File: config.mk
export PLATFORM = sky130hd
export DESIGN_NAME = flash_erase_seq
export DESIGN_NICKNAME = d
export VERILOG_FILES = /design/src/rtl/flash_erase_pkg.sv /design/src/rtl/erase_step_plan.sv /design/src/rtl/poll_gap_timer.sv /design/src/rtl/flash_erase_seq.sv
export SDC_FILE = /design/constraint.sdc
export NUM_CORES = 1
export LEC_CHECK = 0
export CAP_MARGIN = 20
export CORE_UTILIZATION = 56
export CTS_BUF_LIST = sky130_fd_sc_hd__clkbuf_4 sky130_fd_sc_hd__clkbuf_8
export DETAILED_ROUTE_END_ITERATION = 8
export GPL_ROUTABILITY_DRIVEN = 0
export PLACE_DENSITY = 0.91
export SYNTH_ARGS = -nofsm -noshare
export SYNTH_HDL_FRONTEND = slang
export SYNTH_SLANG_ARGS = --single-unit
export TNS_END_PERCENT = 100
File: constraint.sdc
create_clock -name clk -period 4.3 [get_ports clk]
set_clock_uncertainty 0.05 [all_clocks]
set_input_delay 0.645 -clock clk [delete_from_list [all_inputs] [get_ports clk]]
set_output_delay 0.645 -clock clk [all_outputs]
set_load 0.01 [all_outputs]
File: src/rtl/flash_erase_pkg.sv
package flash_erase_pkg;

    localparam logic [7:0] OP_BLOCK_ERASE = 8'h50;
    localparam logic [7:0] OP_PAGE_ERASE  = 8'h81;
    localparam logic [7:0] OP_STATUS_RD   = 8'hD7;
    localparam int         BLOCK_PAGES    = 8;
    localparam int         READY_BIT      = 7;

    typedef enum logic [2:0] {
        ST_IDLE,
        ST_CMD,
        ST_POLL_OP,
        ST_POLL_RD,
        ST_GAP,
        ST_ADV,
        ST_DONE
    } seq_state_t;

endpackage

File: src/rtl/erase_step_plan.sv
module erase_step_plan
    import flash_erase_pkg::*;
#(
    parameter int PAGE_W = 16,
    parameter int CNT_W  = 17
) (
    input  logic [PAGE_W-1:0] page_idx,
    input  logic [CNT_W-1:0]  pages_left,
    input  logic [1:0]        shift_sel,
    output logic              use_block,
    output logic [CNT_W-1:0]  step_pages,
    output logic [7:0]        opcode,
    output logic [7:0]        addr_hi,
    output logic [7:0]        addr_mid
);
    localparam int ALIGN_BITS = $clog2(BLOCK_PAGES);

    // Address bits [23:8] equal the page index shifted by (shift - 8).
    logic [15:0] addr_upper;

    always_comb begin
        use_block  = (page_idx[ALIGN_BITS-1:0] == '0) &&
                     (pages_left >= CNT_W'(BLOCK_PAGES));
        step_pages = use_block ? CNT_W'(BLOCK_PAGES) : CNT_W'(1);
        opcode     = use_block ? OP_BLOCK_ERASE : OP_PAGE_ERASE;
        addr_upper = 16'(page_idx) << shift_sel;
        addr_hi    = addr_upper[15:8];
        addr_mid   = addr_upper[7:0];
    end

endmodule

File: src/rtl/poll_gap_timer.sv
module poll_gap_timer #(
    parameter int GAP_W = 16
) (
    input  logic             clk,
    input  logic             rst_n,
    input  logic             load,
    input  logic [GAP_W-1:0] load_val,
    input  logic             run,
    output logic             expired
);
    logic [GAP_W-1:0] remain_q;

    always_ff @(posedge clk or negedge rst_n) begin
        if (!rst_n) begin
            remain_q <= '0;
        end else if (load) begin
            remain_q <= load_val;
        end else if (run && remain_q != '0) begin
            remain_q <= remain_q - GAP_W'(1);
        end
    end

    assign expired = (remain_q <= GAP_W'(1));

    // the timer only runs after a non-zero load.
    p_gap_loaded_r8: assert property (@(posedge clk) disable iff (!rst_n)
        run |-> remain_q != '0);

endmodule

File: src/rtl/flash_erase_seq.sv
module flash_erase_seq
    import flash_erase_pkg::*;
#(
    parameter int PAGE_W = 16,
    parameter int CNT_W  = 17,
    parameter int GAP_W  = 16
) (
    input  logic              clk,
    input  logic              rst_n,
    input  logic              start,
    input  logic [PAGE_W-1:0] start_page,
    input  logic [CNT_W-1:0]  page_count,
    input  logic [1:0]        page_shift_sel,
    input  logic [GAP_W-1:0]  poll_gap,
    output logic              spi_req,
    output logic [7:0]        spi_byte,
    output logic              spi_hold,
    input  logic              spi_ack,
    input  logic [7:0]        spi_rx,
    output logic              busy,
    output logic              done
);
    localparam int CMD_BYTES = 4;

    seq_state_t        state_q, state_d;
    logic [PAGE_W-1:0] page_q;
    logic [CNT_W-1:0]  left_q;
    logic [1:0]        sel_q;
    logic [GAP_W-1:0]  gap_q;
    logic [1:0]        idx_q;

    logic              use_block;
    logic [CNT_W-1:0]  step_pages;
    logic [7:0]        opcode, addr_hi, addr_mid;
    logic              gap_load, gap_expired;
    logic              dev_ready;

    erase_step_plan #(.PAGE_W(PAGE_W), .CNT_W(CNT_W)) u_plan (
        .page_idx   (page_q),
        .pages_left (left_q),
        .shift_sel  (sel_q),
        .use_block  (use_block),
        .step_pages (step_pages),
        .opcode     (opcode),
        .addr_hi    (addr_hi),
        .addr_mid   (addr_mid)
    );

    assign gap_load  = (state_q == ST_POLL_RD) && spi_ack && !dev_ready;
    assign dev_ready = spi_rx[READY_BIT];

    poll_gap_timer #(.GAP_W(GAP_W)) u_gap (
        .clk      (clk),
        .rst_n    (rst_n),
        .load     (gap_load),
        .load_val (gap_q),
        .run      (state_q == ST_GAP),
        .expired  (gap_expired)
    );

    // Next-state logic
    always_comb begin
        state_d = state_q;
        unique case (state_q)
            ST_IDLE:    if (start) state_d = (page_count == '0) ? ST_DONE : ST_CMD;
            ST_CMD:     if (spi_ack && idx_q == 2'(CMD_BYTES - 1)) state_d = ST_POLL_OP;
            ST_POLL_OP: if (spi_ack) state_d = ST_POLL_RD;
            ST_POLL_RD: if (spi_ack) begin
                            if (dev_ready)         state_d = ST_ADV;
                            else if (gap_q == '0)  state_d = ST_POLL_OP;
                            else                   state_d = ST_GAP;
                        end
            ST_GAP:     if (gap_expired) state_d = ST_POLL_OP;
            ST_ADV:     state_d = (left_q == step_pages) ? ST_DONE : ST_CMD;
            ST_DONE:    state_d = ST_IDLE;
            default:    state_d = ST_IDLE;
        endcase
    end

    // State register and step datapath
    always_ff @(posedge clk or negedge rst_n) begin
        if (!rst_n) begin
            state_q <= ST_IDLE;
            page_q  <= '0;
            left_q  <= '0;
            sel_q   <= '0;
            gap_q   <= '0;
            idx_q   <= '0;
        end else begin
            state_q <= state_d;
            if (state_q == ST_IDLE && start) begin
                page_q <= start_page;
                left_q <= page_count;
                sel_q  <= page_shift_sel;
                gap_q  <= poll_gap;
                idx_q  <= '0;
            end
            if (state_q == ST_CMD && spi_ack) begin
                idx_q <= idx_q + 2'd1;
            end
            if (state_q == ST_ADV) begin
                page_q <= page_q + PAGE_W'(step_pages);
                left_q <= left_q - step_pages;
            end
        end
    end

    // Outputs
    always_comb begin
        spi_req  = 1'b0;
        spi_byte = 8'h00;
        spi_hold = 1'b0;
        busy     = 1'b1;
        done     = 1'b0;
        unique case (state_q)
            ST_IDLE: busy = 1'b0;
            ST_CMD: begin
                spi_req = 1'b1;
                unique case (idx_q)
                    2'd0: spi_byte = opcode;
                    2'd1: spi_byte = addr_hi;
                    2'd2: spi_byte = addr_mid;
                    default: spi_byte = 8'h00;
                endcase
                spi_hold = (idx_q != 2'(CMD_BYTES - 1));
            end
            ST_POLL_OP: begin
                spi_req  = 1'b1;
                spi_byte = OP_STATUS_RD;
                spi_hold = 1'b1;
            end
            ST_POLL_RD: spi_req = 1'b1;
            ST_GAP, ST_ADV: ;
            ST_DONE: begin
                busy = 1'b0;
                done = 1'b1;
            end
            default: busy = 1'b0;
        endcase
    end

    p_req_in_run_r1: assert property (@(posedge clk) disable iff (!rst_n)
        spi_req |-> busy);

    p_block_aligned_r2: assert property (@(posedge clk) disable iff (!rst_n)
        (spi_req && idx_q == 2'd0 && state_q == ST_CMD && spi_byte == OP_BLOCK_ERASE)
        |-> (page_q[2:0] == 3'd0 && left_q >= CNT_W'(BLOCK_PAGES)));

    p_reply_known_r4: assert property (@(posedge clk) disable iff (!rst_n)
        (state_q == ST_POLL_RD && spi_ack) |-> !$isunknown(spi_rx));

    p_left_falls_r5: assert property (@(posedge clk) disable iff (!rst_n)
        busy |=> left_q <= $past(left_q));

    p_done_pulse_r6: assert property (@(posedge clk) disable iff (!rst_n)
        done |=> !done && !busy);

    p_byte_stable_r9: assert property (@(posedge clk) disable iff (!rst_n)
        (spi_req && !spi_ack) |=> spi_req && $stable(spi_byte) && $stable(spi_hold));

endmodule

* Yosys cells after proc, flatten, opt, wreduce, memory -nomap -nowiden
Index checks and enable logic that the tools add are counted.
** Word-level totals
- Flip-flop bits (word level) :: 72
- Logic and storage cells :: 76
** Cells by class
- Add/subtract/negate cells :: 4
- Magnitude comparators :: 2
- Equality and inequality tests :: 16
- Shifts and indexed selects :: 1
- Multiplexer cells :: 26
- Reductions and logical operators :: 20
** Operators by type and width (number)
- 2-to-1 mux 16 bit :: 4
- 2-to-1 mux 17 bit :: 2
- 2-to-1 mux 3 bit :: 9
- one-hot mux 8 bit (3 select lines) :: 1
- one-hot mux 3 bit (6 select lines) :: 1
- equality test 17 bit :: 1
- >= comparator 17 x 4 -> 1 bit (second input constant) :: 1
- zero test 17 bit :: 1
- subtractor 17 bit :: 1
- adder 16 bit :: 1
- less-or-equal comparator 16 x 1 -> 1 bit (second input constant) :: 1
- zero test 16 bit :: 1
- one-hot mux 8 bit (2 select lines) :: 1
- nonzero test 16 bit :: 1
- << shifter 16 x 2 -> 16 bit :: 1
- subtractor 16 x 1 -> 16 bit (second input constant) :: 1
- != test 2 bit (second input constant) :: 6
- equality test 3 bit (second input constant) :: 3
- 2-to-1 mux 8 bit :: 1
- logical AND 1 bit :: 7
- equality test 3 x 2 -> 1 bit (second input constant) :: 2
- zero test 3 bit :: 2
- nonzero test 2 bit :: 3
- AND reduction 5 bit :: 1
- other kinds (12) :: 16

* Logic depth before layout (Yosys ltp)
Gate-level depths: netlist (run 1).
- Depth in word-level cells :: 6
- Mapped depth :: 10
- Depth with buffers taken out :: 10

* Modules after synthesis
Synthesis (run 1) repeated with hierarchy kept, for this count alone.
** Unflattened totals
- Cell total of the unflattened synthesis :: 728
- Area total of the unflattened synthesis :: 6025.8 µm²
** Modules (own cells, without submodules)
- flash_erase_seq :: times used 1, cells an instance 557, area each 4410.5 µm²
- poll_gap_timer :: times used 1, cells an instance 112, area each 997.2 µm²
- erase_step_plan :: times used 1, cells an instance 59, area each 618.1 µm²

* Worst setup path after synthesis (run 1)
Ideal clock, no wire load.
- Path kind :: register to register
- From :: reg left_q[9]
- To :: reg left_q[9]
- Library setup time :: 126 ps
- Arrival time :: 2923 ps
- Data required time :: 4124 ps
- Slack :: 1201 ps
- Stages on the path, launching flop included :: 10
- Period minus slack after synthesis :: 3099 ps
- Cells stage by stage :: dfrtp_1 > nor4_1 > nand2b_1 > o21ai_1 > ha_1 > or3b_1 > a2111oi_2 > a21oi_1 > a21o_1 > a221o_1
** On the way
- Word-level cells in the longest chain between the ends :: 5
** Ends and longest elaborated chain
- from (decl) :: line flash_erase_seq.sv:27 : logic [CNT_W-1:0] left_q;
- from (signal assigned) :: line flash_erase_seq.sv:93 : left_q <= page_count;
- from (signal assigned) :: line flash_erase_seq.sv:103 : left_q <= left_q - step_pages;
- >= comparator 17 x 4 -> 1 bit :: line erase_step_plan.sv:23 : (pages_left >= CNT_W'(BLOCK_PAGES));
- logical AND 1 bit :: line erase_step_plan.sv:22 : use_block = (page_idx[ALIGN_BITS-1:0] == '0) &&
- 2-to-1 mux 4 bit :: line erase_step_plan.sv:24 : step_pages = use_block ? CNT_W'(BLOCK_PAGES) : CNT_W'(1);
- subtractor 17 bit (*) :: line flash_erase_seq.sv:103
- 2-to-1 mux 17 bit (*) :: line flash_erase_seq.sv:101 : if (state_q == ST_ADV) begin
Mark *: on every way between the ends. The rest lies on a longest branch, timed or not.
A chain may end at the register's enable or synchronous reset.

* Final worst setup path (run 1)
- From :: reg left_q[7]
- To :: reg left_q[9]
Same word-level chain as after synthesis.

==> results.yml, run 1 <==
pwr:
  power.density_mw_per_mm2: 321.3
  worst_ir_drop_vdd_v: 0.0001572
  p_leak_nw: 2.298
  power_w: 0.001818
sta:
  setup_violations: 0
  drv_slew: 0
  layout_min_cycle_time_ps: 3643
  hold_slack_ps: 64.04
  fin_ws_ps: 657.1
  tightestPinTransition_ps: 861.6
  rsz0062_at_grt: "no"
  finalHoldViolCount: 0
  final.period_utilization: 0.8472
  relSlewSlack: 0.4242
  fmax_ghz: 0.2745
  tns_ps: 0
setup_path:
  worst_setup_path_end_kind: "flip-flop"
  crit_fanout: 7
  crit_arrival_ps: 3820
  r2r_setup_slack_ps: 660
  r2r_start: "left_q[7]"
  r2r-end: "left_q[9]"
  cp.required_ps: 4480
  criticalPathCategory: "reg -> reg"
  reg2regPathDepth: 9
  cp-start-kind: "flip-flop"
clock_tree:
  worstSkewPairLatency_ps: 350
  cts_max_level: 3
  cts_hold_buf: 0
  cts_sinks: 72
  root_buffer: "clkbuf_8"
  clk_pin_slew_ps: 70
  numCtsBuffers: 9
  cts_tree: "built"
  cts_setup_buffers: 0
  cts_buffer_depth: 2
  post_cts_resized: 0
logic_synthesis:
  synth.net_count: 630
  avgSynthCellArea_sq_um: 8.377
  netlist_area_sq_mm: 0.004649
  synthFlopType: "dfrtp_1"
  netlist_instances: 555
  netlist-cell-type-count: 63
  synthArstFlopShare: 1.000
  seq_area_frac_synth: 0.3875
  yosysWarnings: 0
  synth_edf_count: 0
  ys_ff_latch: 72
final_layout:
  drive_gt1_frac: 0.06699
  nNetsFinal: 683
  ff_latch_area_sq_mm: 0.001802
  antennaDiodeCount: 0
  multiInputGateArea_sq_mm: 0.002679
  fin_area_sq_mm: 0.005658
  mostFrequentLayoutCells: "102 x nand2_1, 72 x dfrtp_1, 66 x clkdlybuf4s50_1, 50 x nor2_1, 27 x o21ai_0"
  fillerInstances: 563
  area_growth_pct: 21.69
  layout.cells.most_common: "nand2_1"
floorplanning:
  core_sq_mm: 0.007888
  pin_count: 75
  rows: 32
  die_h_um: 93.12
  die_x_um: 93.12
  die_area_sq_mm: 0.008671
  initial_core_util: 0.5895
hold_path:
  hp-class: "in -> async"
global_routing:
  met1_usage: 0.4168
  grt_pass1_wl_um: 21140
  grt_max_degree: 47
  track_usage: 0.3109
  antenna_found_initial: 0
  grt_pass1_vias: 4461
  grt_busiest_layer: "met2"
  grtUsageMet2: 0.5006
  met3_usage: 0.03902
  grt_overflow: 0
detailed_routing:
  route.vias.total: 4674
  wirelength_um: 12710
  firstDrtPassIters: 5
  ant_nets: 0
  wire_per_inst_um: 17.80
  routed_via_density: 6.546
  route.detailed.drc: 0
  drt-initial-drc-count: 453
job:
  drv_cap: 0
placement:
  hpwl_um: 8953
  dpl-instance-area_sq_mm: 0.005371
  dp_slack_ps: 771.2
  io_buffers: 67
status:
  outcome: "finished, final reports clean"
-- sequential cells by signal, indices dropped and copies added, names as in the netlist --
| register | flops |
|---|---|
| u_gap.remain_q | 16 |
| sel_q | 2 |
| page_q | 16 |
| gap_q | 16 |
| state_q | 3 |
| left_q | 17 |
| idx_q | 2 |
-- stage by stage --
step	util	instances
final	0.7173	714
after detailed placement	0.6810	698
after global placement	0.6810	698
after floorplan	-	555
after CTS	0.7148	713
after global routing	0.7173	714
-- cells in the mapped netlist, types with 7 or more instances --
cell type / instances / area (sq um)
nand2_1: 102 / 382.9
dfrtp_1: 72 / 1802
nor2_1: 50 / 187.7
o21ai_0: 27 / 135.1
clkbuf_1: 26 / 97.59
nand3_1: 24 / 120.1
a21oi_1: 19 / 95.09
inv_1: 14 / 52.55
nor4_1: 14 / 87.58
o211ai_1: 13 / 97.59
ha_1: 12 / 150.1
mux2i_1: 12 / 120.1
nor3_1: 12 / 60.06
or4_1: 10 / 75.07
nand4_1: 9 / 56.30
or3_1: 9 / 56.30
a31oi_1: 8 / 50.05
a211oi_1: 7 / 52.55
a221o_1: 7 / 70.07
and3_1: 7 / 43.79
nand2b_1: 7 / 43.79
-- area by class of cell --
type | count | share of cell area
Tap cell | 102 | 0.02256
Inverter | 14 | 0.009288
Clock buffer | 10 | 0.02433
Sequential cell | 72 | 0.3184
Clock inverter | 5 | 0.02278
Timing Repair Buffer | 74 | 0.1291
Multi-Input combinational cell | 437 | 0.4735
-- how the worst max path moves through the flow --
stage               from        end
6_report       left_q[7]  left_q[9]
5_1_grt        left_q[7]  left_q[9]
4_1_cts        left_q[7]  left_q[9]
3_5_place_dp   left_q[7]  left_q[9]
3_3_place_gp   left_q[7]  left_q[9]
2_1_floorplan  left_q[9]  left_q[9]
-- logic make-up after synthesis --
kind of cell             synth area share
XOR/XNOR                          0.01319
AND/OR/NAND/NOR                    0.2772
multiplexers                      0.04279
AO/OA/AOI/OAI                      0.2078
flip-flops                         0.3875
adder cells (fa/ha/maj)           0.03229
buffers and inverters             0.03929
-- worst max-delay path, cell delays in order (launching register included) --
cell and delay (ps):
dfrtp_1 450, nor4_1 450, nand2b_1 210, o21ai_1 420
ha_1 260, or3b_1 420, a2111oi_2 640, a21oi_1 150
a21o_1 170, a221o_1 300
-- report_power, final --
part	switching (W)	internal [W]	total (W)
clock	0.000261	0.000458	0.000719
sequential	0.0000879	0.000740	0.000828
combinational	0.000130	0.000141	0.000271
-- routing by layer --
layer  vias to the layer above  part of all wire
met4                         0             0.033
met5                         -                 0
met3                        35             0.068
met1                      2247              0.42
met2                       232              0.48
li1                       2160                 -
Power figures use the tool's default switching activity.
==> run 2, diff against run 1 <==
Settings changed: CORE_UTILIZATION 56 to 50, PLACE_DENSITY 0.91 to 0.86.
Clock period 4.3 ns to 3.1 ns, I/O delays scaled along.
==> run 2 against run 1 <==
Compared with the run above:
- the run now ends with DRC left
- combinational power up 42%
- sequential share of layout area down 0.65 points
- largest cell class unchanged
- worst setup slack worse by 520 ps
- die area up 12%
- register-to-register slack worse by 450 ps
- highest routed layer unchanged
- count of clock-buffer cells in the layout unchanged
- largest power group unchanged
- critical path type is now reg -> out
- utilization down 6.4 points
- wire length up 1.4%
==> results.yml, run 2 (same netlist as run 1, synthesis figures left out) <==
setup_path:
  cp-start-kind: "flip-flop"
  path_cells: "or2_2, nand2b_1, o21ai_2, buf_4, inv_1, a21boi_2, a31oi_1, clkdlybuf4s50_1"
  crit_arrival_ps: 2450
  worst_setup_path_end_kind: "primary output"
  criticalPathCategory: "reg -> out"
  cp_slowest_cell: "clkdlybuf4s50_1"
  cp.required_ps: 2580
  r2r_setup_slack_ps: 210
  reg2regPathDepth: 9
  cpPeakStageDelay_ps: 490
  crit_fanout: 4
sta:
  setup_violations: 0
  hold_slack_ps: 268.1
  tns_ps: 0
  drv_slew: 0
  final.period_utilization: 0.9559
  fmax_ghz: 0.3375
  layout_min_cycle_time_ps: 2963
  relSlewSlack: 0.3757
  tightestPinTransition_ps: 936.5
  finalHoldViolCount: 0
  rsz0062_at_grt: "no"
  fin_ws_ps: 136.7
floorplanning:
  pin_count: 75
  core_sq_mm: 0.008848
  die_area_sq_mm: 0.009688
  initial_core_util: 0.5255
  die_h_um: 98.43
  rows: 34
  die_x_um: 98.43
final_layout:
  drive_gt1_frac: 0.1021
  antennaDiodeCount: 0
  layout.cells.most_common: "nand2_1"
  regMostFlops: "left_q"
  largest_reg_flops: 17
  multiInputGateArea_sq_mm: 0.002719
  mostFrequentLayoutCells: "102 x nand2_1, 71 x dfrtp_1, 65 x clkdlybuf4s50_1, 50 x nor2_1, 27 x o21ai_0"
  fillerInstances: 705
  ff_latch_area_sq_mm: 0.001803
  area_growth_pct: 24.33
  nNetsFinal: 698
  post-route-util: 0.6533
clock_tree:
  cts_buffer_depth: 2
  cts_max_level: 3
  worstSkewPairLatency_ps: 360
  cts_sinks: 72
  root_buffer: "clkbuf_8"
  clk_pin_slew_ps: 80
  numCtsBuffers: 9
  cts_tree: "built"
detailed_routing:
  drt-initial-drc-count: 323
  route.detailed.drc: 5
  route.vias.total: 4697
  firstDrtPassIters: 7
  wire_per_inst_um: 17.54
  routed_via_density: 6.390
  wirelength_um: 12890
  ant_nets: 0
global_routing:
  grt_pass1_vias: 4418
  grt_overflow: 0
  antenna_found_initial: 0
  grt_pass1_wl_um: 21150
  track_usage: 0.2725
  grt_max_degree: 73
pwr:
  worst_ir_drop_vdd_v: 0.0002530
  power.density_mw_per_mm2: 421.1
  p_leak_nw: 2.370
  power_w: 0.002434
placement:
  hpwl_um: 8962
  io_buffers: 67
  dp_slack_ps: 152.3
status:
  violations: "DRC"
  outcome: "finished with violations"
job:
  drv_cap: 0
hold_path:
  hp-class: "in -> async"
-- run 2: timing repair --
| item | 4_1_cts | 5_1_grt |
|---|---|---|
| setup buffers | 0 | 4 |
| setup endpoints to repair | 1 | 11 |
| gates resized for setup | 1 | 9 |
| hold buffers | 0 | 0 |
-- run 2: layer usage --
layer	wire (um)	track usage	vias to the layer above
li1	-	-	2208
met1	5582	0.3700	2226
met2	6034	0.4350	221
met3	864	0.03050	42
met4	411	0.1389	0
met5	0	0	-
-- run 2: cell type report --
class                   instances  area share
multi-input cells             437      0.4703
clock inverters                 5     0.01840
flip-flops and latches         72      0.3119
inverters                      14    0.009091
clock buffers                  10     0.02273
well taps                     108     0.02338
repair buffers                 89      0.1442
-- run 2: final timing paths --
check / start / to
setup / recovery: left_q[11] / spi_byte[4]
hold / removal: rst_n / left_q[2]
setup reg to reg: left_q[11] / left_q[9]
hold reg to reg: gap_q[3] / gap_q[3]
max in group asynchronous: rst_n / sel_q[0]
min in group clk: gap_q[3] / gap_q[3]
-- run 2: worst max-delay path: cells and delay by family (launching register included) --
family	cells	cell delay, ps
simple gates	2	510
buf+inv	3	710
flops	1	400
compound gates	3	470
-- run 2: through the flow --
step / cells / instance area, sq um
6_report: 735 / 5781
3_5_place_dp: 716 / 5469
3_3_place_gp: 716 / 5469
5_1_grt: 735 / 5781
2_1_floorplan: 555 / 4649
4_1_cts: 731 / 5713
-- run 2: report_power, final --
| group | internal [W] | switching (W) | total (W) |
|---|---|---|---|
| Clock | 0.000541 | 0.000368 | 0.000909 |
| Sequential | 0.00103 | 0.000114 | 0.00114 |
| Combinational | 0.000199 | 0.000186 | 0.000385 |
